[src/rtl/wake_pkg.sv]
package wake_pkg;
  typedef enum logic [2:0] {
    PH_IDLE = 3'd0,
    PH_DOM1 = 3'd1,
    PH_REC1 = 3'd2,
    PH_DOM2 = 3'd3,
    PH_REC2 = 3'd4
  } phase_e;
endpackage

[src/rtl/wake_sync.sv]
module wake_sync #(
  parameter int STAGES = 2
) (
  input  logic clk,
  input  logic rst_n,
  input  logic din,
  output logic dout
);
  logic [STAGES-1:0] sh_q;

  always_ff @(posedge clk or negedge rst_n) begin
    if (!rst_n) sh_q <= '0;
    else        sh_q <= {sh_q[STAGES-2:0], din};
  end

  assign dout = sh_q[STAGES-1];
endmodule

[src/rtl/wake_seq.sv]
module wake_seq
  import wake_pkg::*;
#(
  parameter int CW = 16,
  parameter int WW = 20
) (
  input  logic          clk,
  input  logic          rst_n,
  input  logic          en,
  input  logic          tick,
  input  logic          bus_dom,
  input  logic [CW-1:0] dom_min,
  input  logic [CW-1:0] rec_min,
  input  logic [WW-1:0] win_max,
  output phase_e        phase,
  output logic          det,
  output logic          expired
);
  phase_e        phase_q, phase_d;
  logic [CW-1:0] pc_q, pc_d, pc_step, thr_cur;
  logic [WW-1:0] wc_q, wc_d, wc_step;
  logic          dom_ok, rec_ok;

  function automatic logic [CW-1:0] ph_bump(input logic [CW-1:0] c,
                                            input logic [CW-1:0] lim,
                                            input logic t);
    return (t && (c < lim)) ? c + 1'b1 : c;
  endfunction

  function automatic logic [WW-1:0] win_bump(input logic [WW-1:0] c,
                                             input logic [WW-1:0] lim,
                                             input logic t);
    return (t && (c < lim)) ? c + 1'b1 : c;
  endfunction

  always_comb begin
    thr_cur = ((phase_q == PH_DOM1) || (phase_q == PH_DOM2)) ? dom_min : rec_min;
    pc_step = ph_bump(pc_q, thr_cur, tick);
    wc_step = win_bump(wc_q, win_max, tick);
    dom_ok  = (pc_q >= dom_min);
    rec_ok  = (pc_q >= rec_min);
    expired = (phase_q != PH_IDLE) && (wc_q >= win_max);
  end

  always_comb begin
    phase_d = phase_q;
    pc_d    = pc_q;
    wc_d    = wc_q;
    det     = 1'b0;
    if (!en || expired) begin
      phase_d = PH_IDLE;
      pc_d    = '0;
      wc_d    = '0;
    end else begin
      unique case (phase_q)
        PH_IDLE: begin
          if (bus_dom) begin
            phase_d = PH_DOM1;
            pc_d    = '0;
            wc_d    = '0;
          end
        end
        PH_DOM1, PH_DOM2: begin
          wc_d = wc_step;
          if (!bus_dom) begin
            pc_d = '0;
            if (dom_ok) begin
              phase_d = (phase_q == PH_DOM1) ? PH_REC1 : PH_REC2;
            end else begin
              phase_d = PH_IDLE;
              wc_d    = '0;
            end
          end else begin
            pc_d = pc_step;
          end
        end
        PH_REC1: begin
          wc_d = wc_step;
          if (bus_dom) begin
            pc_d = '0;
            if (rec_ok) begin
              phase_d = PH_DOM2;
            end else begin
              phase_d = PH_DOM1;
              wc_d    = '0;
            end
          end else begin
            pc_d = pc_step;
          end
        end
        PH_REC2: begin
          if (rec_ok) begin
            det     = 1'b1;
            phase_d = PH_IDLE;
            pc_d    = '0;
            wc_d    = '0;
          end else if (bus_dom) begin
            phase_d = PH_DOM1;
            pc_d    = '0;
            wc_d    = '0;
          end else begin
            pc_d = pc_step;
            wc_d = wc_step;
          end
        end
        default: begin
          phase_d = PH_IDLE;
          pc_d    = '0;
          wc_d    = '0;
        end
      endcase
    end
  end

  always_ff @(posedge clk or negedge rst_n) begin
    if (!rst_n) begin
      phase_q <= PH_IDLE;
      pc_q    <= '0;
      wc_q    <= '0;
    end else begin
      phase_q <= phase_d;
      pc_q    <= pc_d;
      wc_q    <= wc_d;
    end
  end

  assign phase = phase_q;
endmodule

[src/rtl/wake_flag_reg.sv]
module wake_flag_reg (
  input  logic clk,
  input  logic rst_n,
  input  logic det,
  input  logic clr,
  input  logic sleep,
  output logic flag,
  output logic stby
);
  logic flag_q, stby_q;

  always_ff @(posedge clk or negedge rst_n) begin
    if (!rst_n) begin
      flag_q <= 1'b0;
      stby_q <= 1'b0;
    end else begin
      if (clr)      flag_q <= 1'b0;
      else if (det) flag_q <= 1'b1;
      stby_q <= det & sleep;
    end
  end

  assign flag = flag_q;
  assign stby = stby_q;
endmodule

[src/rtl/bus_wake_detect.sv]
module bus_wake_detect
  import wake_pkg::*;
#(
  parameter int CW = 16,
  parameter int WW = 20,
  parameter int SYNC_STAGES = 2
) (
  input  logic          clk,
  input  logic          rst_n,
  input  logic          tick_en,
  input  logic          bus_dom_raw,
  input  logic          cfg_wake_en,
  input  logic          cfg_int_en,
  input  logic          wr_rx_en_set,
  input  logic          wr_tx_en_set,
  input  logic          wsrc_rd,
  input  logic          in_sleep,
  input  logic [CW-1:0] dom_min_ticks,
  input  logic [CW-1:0] rec_min_ticks,
  input  logic [WW-1:0] window_ticks,
  output logic          wake_flag,
  output logic          wake_irq,
  output logic          rxd,
  output logic          stby_req
);
  logic   bus_lvl;
  logic   det_pulse;
  logic   clr_evt;
  logic   win_expired;
  phase_e seq_phase;

  wake_sync #(.STAGES(SYNC_STAGES)) u_sync (
    .clk  (clk),
    .rst_n(rst_n),
    .din  (bus_dom_raw),
    .dout (bus_lvl)
  );

  wake_seq #(.CW(CW), .WW(WW)) u_seq (
    .clk    (clk),
    .rst_n  (rst_n),
    .en     (cfg_wake_en),
    .tick   (tick_en),
    .bus_dom(bus_lvl),
    .dom_min(dom_min_ticks),
    .rec_min(rec_min_ticks),
    .win_max(window_ticks),
    .phase  (seq_phase),
    .det    (det_pulse),
    .expired(win_expired)
  );

  assign clr_evt = wr_rx_en_set | wr_tx_en_set | wsrc_rd | ~cfg_wake_en;

  wake_flag_reg u_flag (
    .clk  (clk),
    .rst_n(rst_n),
    .det  (det_pulse),
    .clr  (clr_evt),
    .sleep(in_sleep),
    .flag (wake_flag),
    .stby (stby_req)
  );

  assign wake_irq = wake_flag & cfg_int_en;
  assign rxd      = wake_flag ? 1'b0 : ~bus_lvl;
endmodule

[config.mk]
export PLATFORM = sky130hd
export DESIGN_NAME = bus_wake_detect
export DESIGN_NICKNAME = d
export VERILOG_FILES = /design/src/rtl/wake_pkg.sv /design/src/rtl/wake_sync.sv /design/src/rtl/wake_seq.sv /design/src/rtl/wake_flag_reg.sv /design/src/rtl/bus_wake_detect.sv
export SDC_FILE = /design/constraint.sdc
export NUM_CORES = 1
export LEC_CHECK = 0
export BUFFER_PORTS_ARGS = -buffer_cell sky130_fd_sc_hd__buf_4
export CORE_MARGIN = 1.5
export CORE_UTILIZATION = 25
export CTS_BUF_LIST = sky130_fd_sc_hd__clkbuf_8
export DETAILED_ROUTE_END_ITERATION = 10
export REMOVE_ABC_BUFFERS = 1
export SYNTH_ARGS = -nofsm -noshare
export SYNTH_HDL_FRONTEND = slang
export SYNTH_HIERARCHICAL = 1
export SYNTH_SLANG_ARGS = --single-unit
[constraint.sdc]
create_clock -name clk -period 2.9 [get_ports clk]
set_input_delay 0.145 -clock clk [delete_from_list [all_inputs] [get_ports clk]]
set_output_delay 0.145 -clock clk [all_outputs]
set_load 0.1 [all_outputs]
## After elaboration in Yosys (flattened, before gate mapping)

Index checks and enable logic that the tools add are counted.
W data, S select, Z words.

| cells by class | value |
|---|---|
| $add $sub $neg | 2 |
| multiply operators | 0 |
| div/mod/pow operators | 0 |
| $lt $le $gt $ge | 5 |
| equality and inequality tests | 7 |
| shifts and indexed selects | 0 |
| mux-type cells | 33 |
| bitwise operators | 7 |
| reduce and logical (&&, ||, !) cells | 11 |

Operators with widths:

| operator | number |
|---|---|
| $mux W20 | 9 |
| $mux W16 | 7 |
| $pmux W20 S4 | 1 |
| $pmux W16 S4 | 1 |
| $ge A16 B16 Y1 | 2 |
| $mux W3 | 7 |
| $add A20 B1 Y20 const B | 1 |
| $ge A20 B20 Y1 | 1 |
| $lt A20 B20 Y1 | 1 |
| $add A16 B1 Y16 const B | 1 |
| $lt A16 B16 Y1 | 1 |
| $pmux W3 S4 | 1 |
| $ne A3 B2 Y1 const B | 3 |
| $eq A3 B2 Y1 const B | 2 |
| $mux W1 | 6 |
| $eq A3 B1 Y1 const B | 1 |
| $eq A3 B3 Y1 const B | 1 |
| $logic_and A1 B1 Y1 | 3 |
| $logic_not A3 Y1 | 1 |
| $or A1 B1 Y1 | 3 |
| $reduce_bool A3 Y1 | 1 |
| $and A1 B1 Y1 | 2 |
| $logic_or A1 B1 Y1 | 2 |
| $mux W2 | 1 |
| other kinds (5) | 6 |

| word-level totals | value |
|---|---|
| register bits | 43 |
| bits in latches | 0 |
| memory bits (writable) | 0 |
| bits in read-only memories | 0 |
| bits of input ports | 62 |
| output and inout port bits | 4 |
| memories kept | 0 |

## Depth between registers and ports, before layout

| depth | value |
|---|---|
| depth in word-level cells | 10 |
| gate-level depth with buffers | 15 |
| depth with buffers taken out | 12 |

## Cells and area by module

Netlist, hierarchy kept.

Modules (own cells, without submodules):

| module | instances | cells each | area each (µm²) | seq. area each (µm²) |
|---|---|---|---|---|
| wake_seq | 1 | 523 | 4144.0 | 975.9 |
| wake_flag_reg | 1 | 4 | 66.3 | 50.0 |
| wake_sync | 1 | 2 | 50.0 | 50.0 |
| bus_wake_detect | 1 | 3 | 20.0 | 0.0 |

## Worst setup path before layout

No wires, ideal clock.

| timing | value |
|---|---|
| path type | reg2reg |
| start point | register u_seq.phase_q[0], in the netlist u_seq/phase[0] |
| end point | register u_seq.pc_q[15] |
| setup time | 0.079 ns |
| data arrival time | 3.008 ns |
| slack | -0.187 ns |
| stages on the path, launching flop included | 15 |
| period minus slack after synthesis | 3.087 ns |
| cells stage by stage | dfrtp_1 buf_2 nor2b_1 buf_2 clkbuf_1 nor2_1 a21oi_1 ha_1 a21o_1 a21o_1 a221oi_1 nor3b_2 nand3_1 or3_1 a21oi_1 |

| between the ends | value |
|---|---|
| word-level cells in the longest chain between the ends | 10 |
| elaborated cells between the ends (all ways) | 20 |

RTL lines:

| what | RTL line | source |
|---|---|---|
| start: declaration | wake_seq.sv:19 | `phase_e phase_q, phase_d;` |
| start signal: assignment | wake_seq.sv:121 | `phase_q <= phase_d;` |
| $eq A3 B1 Y1 / $eq A3 B2 Y1 (equally long branches) | wake_seq.sv:37, wake_seq.sv:55 |  |
| $logic_or A1 B1 Y1 | wake_seq.sv:37 | `thr_cur = ((phase_q == PH_DOM1) \|\| (phase_q == PH_DOM2)) ? dom_min : rec_min;` |
| $mux W16 | wake_seq.sv:37 |  |
| $lt A16 B16 Y1 | wake_seq.sv:27 | `return (t && (c < lim)) ? c + 1'b1 : c;` |
| $logic_and A1 B1 Y1 | wake_seq.sv:27 |  |
| $mux W16 | wake_seq.sv:27 |  |
| $mux W16 | wake_seq.sv:79, wake_seq.sv:97 |  |
| $mux W16 | wake_seq.sv:92 | `if (rec_ok) begin` |
| $pmux W16 S4 | wake_seq.sv:55 | `unique case (phase_q)` |
| $mux W16 | wake_seq.sv:50 | `if (!en \|\| expired) begin` |
| end signal: assignment | wake_seq.sv:122 | `pc_q <= pc_d;` |
| end: declaration | wake_seq.sv:20 | `logic [CW-1:0] pc_q, pc_d, pc_step, thr_cur;` |

Several ways; a longest one is shown, not always the timed one.
A chain may end at the register's enable or synchronous reset.

## Worst setup path in the final report

| timing | value |
|---|---|
| start point | register u_seq.phase_q[2], in the netlist u_seq/phase[2] |
| end point | register u_seq.pc_q[15] |

Same word-level chain as after synthesis.

==> results.md <==
- The run finished with clean final reports.
- Entering global routing, the biggest net connects 44 pins.
- The routability congestion estimate is 0.7932.
- The floorplan step defined a core boundary enclosing 16,640 um^2.
- The routed length per instance is 13.50 um.
- The number of nets in the layout is 772.
- Subtracting the final worst setup slack from the clock period gives 2.770 ns.
- The maximum operating frequency is 0.3611 GHz.
- The cell area that synthesis handed to floorplanning was 4272 um^2.
- The number of antenna diodes in the final layout is 0.
- The capturing element type of the critical path is a flop.
- The tree built by TritonCTS fans out to 43 sinks.
- The final worst clock skew is 0.01542 ns.
- For this run, design rule violations remaining after detail routing come to 0.
- The layout overhead on the synthesized area is 31.75%.
- Sequential cells burn 46.3% of the power.
- The kind of critical path is reg2reg.
- The internal power summed over all cells is 0.9474 mW.
- The share of the clock period used by the worst path after layout is 95.50%.
- The combinational share of power is 20.9%.
- Setup repair after global routing could not meet its margin everywhere.
- The initial antenna violation count is 0.
- Along the worst path, the maximum fanout reaches 12.
- The critical path required time is 3.14 ns.
- The standard-cell row count is 47.
- The number of optimization iterations in the first detailed-route pass is 4.
- The clock network burns 32.9% of the power.
- The number of clock buffers inserted by TritonCTS is 5.
- The post-place setup slack is -0.06172 ns.
- The root buffer cell chosen for the clock tree is sky130_fd_sc_hd__clkbuf_8.
- The number of H-tree levels is 2.
- The post-route netlist has 23.52% of its cells at a drive strength greater than 1.
- Traced cell by cell, the critical path runs through nor2b_4 > buf_12 > nor2_1 > a21oi_1 > ha_1 > a21o_1 > a31oi_2 > a21oi_2 > buf_4 > nor3b_2 > nand3_1 > or3_1 > a21oi_1.
- The die outline width is 133.7 um.
- The clock passes through at most 2 buffers.
- Net switching is 27.56% of the power.
- Together, buffers and inverters on the worst path number 2.
- In this run the static leakage power is 2.814 nW.
- Once detail routing completed, the nets flagged for antenna violations numbered 0.
- The total overflow left after global routing is 0.
- The clock tree from TritonCTS is built.
- The clock edge transition at the registers on the reported setup and hold paths is 0.09 ns.
- The met3 wirelength from detailed routing is 536 um.
- The remaining max-slew budget at the tightest pin is 53.70%.
- In the final routing, the length of wire on met1 measures 5.691 mm.
- The count of buffers added on input and output ports is 65.
- The path class of the tightest hold or removal check is in2reg.
- Wires add up to 11.64 mm.
- The first-pass GRT wire length is 19.14 mm.
- The family of cells with the greatest summed delay on the critical path is simple AND/OR/NAND/NOR gates.
- Dividing the synthesized area by the synthesized cell count gives 8.060 um^2.
- Max-cap violations in this run came to 0.
- The routed design uses 5.296 mm of met2 wire.
- The power per unit of standard cell area is 232.4 nW/um^2.
- The top routing layer in use is met4.
- Yosys printed 6 warnings.
- The via density per instance is 4.925.
- The hold violation total from the final report is 0.
- The overall die height is 133.7 um.
- The worst setup path is launched from a flop.
- The cell type with the highest occurrence count on the critical path is sky130_fd_sc_hd__a21oi_1.
- For the pin with the worst max-slew slack, the measured transition is 0.6919 ns.
- The I/O pin total is 66.
- The overall track demand over capacity in global routing is 13.03%.
- The initial cell density of the core is 25.67%.
- The clock reaches the later pin of the worst-skew pair after 0.30 ns.
- The overall via count from detail_route is 4,245.
- Cells fill 33.82% of the core in the end.
- The count of filler cells inserted in the layout is 1,771.
- The smallest hold slack is 0.05664 ns.
- Across the VDD grid, the largest voltage drop is 0.1726 mV.
- The number of global-route vias before repair came to 4,024.
- Among all stages on the critical path, the largest delay is contributed by sky130_fd_sc_hd__dfrtp_1.
- Setup slack on the critical path of the routed design comes to 0.1304 ns.
- The number of pins exceeding their max-slew limit in the final report is 0.
- Data arrives at the worst endpoint at 3.01 ns.
- The synthesized instance count is 530.
- After layout, the design draws a total of 1.308 mW.
- The detailed-placement wirelength estimate is 9.144 mm.
- The iteration-0 DRC count of the detailed router is 275.
- For this design the total switching power over the nets is 0.3605 mW.
- The delay of the slowest cell on the worst path is 0.42 ns.
- The full die area is 17,880 um^2.
- The total setup violations reported at the end of the flow is 0.
[what timing repair did]
item,4_1_cts,5_1_grt
pin swaps,0,5
hold buffers,2,0
setup buffers,0,6
gates resized for setup,2,24
endpoints found under the setup margin,10,35
gates cloned,0,1
endpoints found under the hold margin,44,0
[sequential cells by signal, indices dropped and copies added, names as in the netlist]
signal / flops
u_flag/flag: 1
u_flag/stby: 1
u_seq/pc_q: 16
u_seq/phase: 3
u_seq/wc_q: 20
u_sync/sh_q: 2
[layout make-up]
class / instances / area (um^2) / share of cell area (%)
clock inverters: 1 / 3.754 / 0.06670
flip-flops and latches: 43 / 1080 / 19.19
well taps: 220 / 275.3 / 4.891
multi-input cells: 412 / 2992 / 53.16
repair buffers: 122 / 967.2 / 17.19
clock buffers: 7 / 96.34 / 1.712
inverters: 57 / 214.0 / 3.802
[routing by layer]
layer	vias up	track usage, %
met5	-	0
met4	0	2.778
met3	10	2.017
met2	110	21.65
met1	1956	17.83
li1	2169	-
[cell usage in the layout (no fill, tap or decap), types with 3 or more instances in the layout]
| master | instances |
|---|---|
| sky130_fd_sc_hd__buf_4 | 116 |
| sky130_fd_sc_hd__inv_1 | 58 |
| sky130_fd_sc_hd__a22o_1 | 3 |
| sky130_fd_sc_hd__a21oi_1 | 47 |
| sky130_fd_sc_hd__xor2_1 | 6 |
| sky130_fd_sc_hd__clkbuf_8 | 7 |
| sky130_fd_sc_hd__or3_1 | 3 |
| sky130_fd_sc_hd__o311ai_1 | 7 |
| sky130_fd_sc_hd__dfrtp_1 | 40 |
| sky130_fd_sc_hd__ha_1 | 67 |
| sky130_fd_sc_hd__a311oi_1 | 4 |
| sky130_fd_sc_hd__o21ai_0 | 21 |
| sky130_fd_sc_hd__o21ai_1 | 3 |
| sky130_fd_sc_hd__o31ai_1 | 4 |
| sky130_fd_sc_hd__and4_1 | 4 |
| sky130_fd_sc_hd__xnor2_1 | 3 |
| sky130_fd_sc_hd__a31oi_1 | 3 |
| sky130_fd_sc_hd__nor2_1 | 38 |
| sky130_fd_sc_hd__and2_1 | 8 |
| sky130_fd_sc_hd__nand4_1 | 18 |
| sky130_fd_sc_hd__nor3b_1 | 3 |
| sky130_fd_sc_hd__o211ai_1 | 6 |
| sky130_fd_sc_hd__and3_1 | 13 |
| sky130_fd_sc_hd__dfrtp_2 | 3 |
| sky130_fd_sc_hd__nand2b_1 | 3 |
| sky130_fd_sc_hd__a21o_1 | 7 |
| sky130_fd_sc_hd__nand3_1 | 31 |
| sky130_fd_sc_hd__nand2_1 | 42 |
| sky130_fd_sc_hd__nor3_1 | 14 |
| sky130_fd_sc_hd__mux2i_1 | 5 |
| sky130_fd_sc_hd__nor4_1 | 3 |
[power groups by stage]
stage          Clock (mW)  Combinational [mW]  Sequential [mW]
2_1_floorplan           0               0.123            0.617
3_3_place_gp            0               0.252            0.617
3_5_place_dp            0               0.255            0.617
4_1_cts             0.446               0.260            0.605
5_1_grt             0.471               0.309            0.606
6_report            0.430               0.273            0.605
[stage by stage]
stage	TNS (ns)	instance area (um^2)	instances
final	0	5628	862
after detailed placement	-0.1176	5308	845
after global routing	-0.1097	5628	862
after CTS	0	5438	855
after floorplan	-10.79	4169	512
after global placement	0	5308	845
[worst paths after layout]
check	from	end	slack, ns	depth (start not counted)
setup reg to reg	u_seq/phase[2]	u_seq/pc_q[15]	0.13	13
min in group asynchronous	rst_n	u_seq/pc_q[14]	0.39	2
hold / removal	in_sleep	u_flag/stby	0.06	2
hold reg to reg	u_sync/sh_q[0]	u_sync/sh_q[1]	0.35	0
setup / recovery	u_seq/phase[2]	u_seq/pc_q[15]	0.13	13
max in group asynchronous	rst_n	u_seq/pc_q[8]	2.08	2
Power figures use the tool's default switching activity.
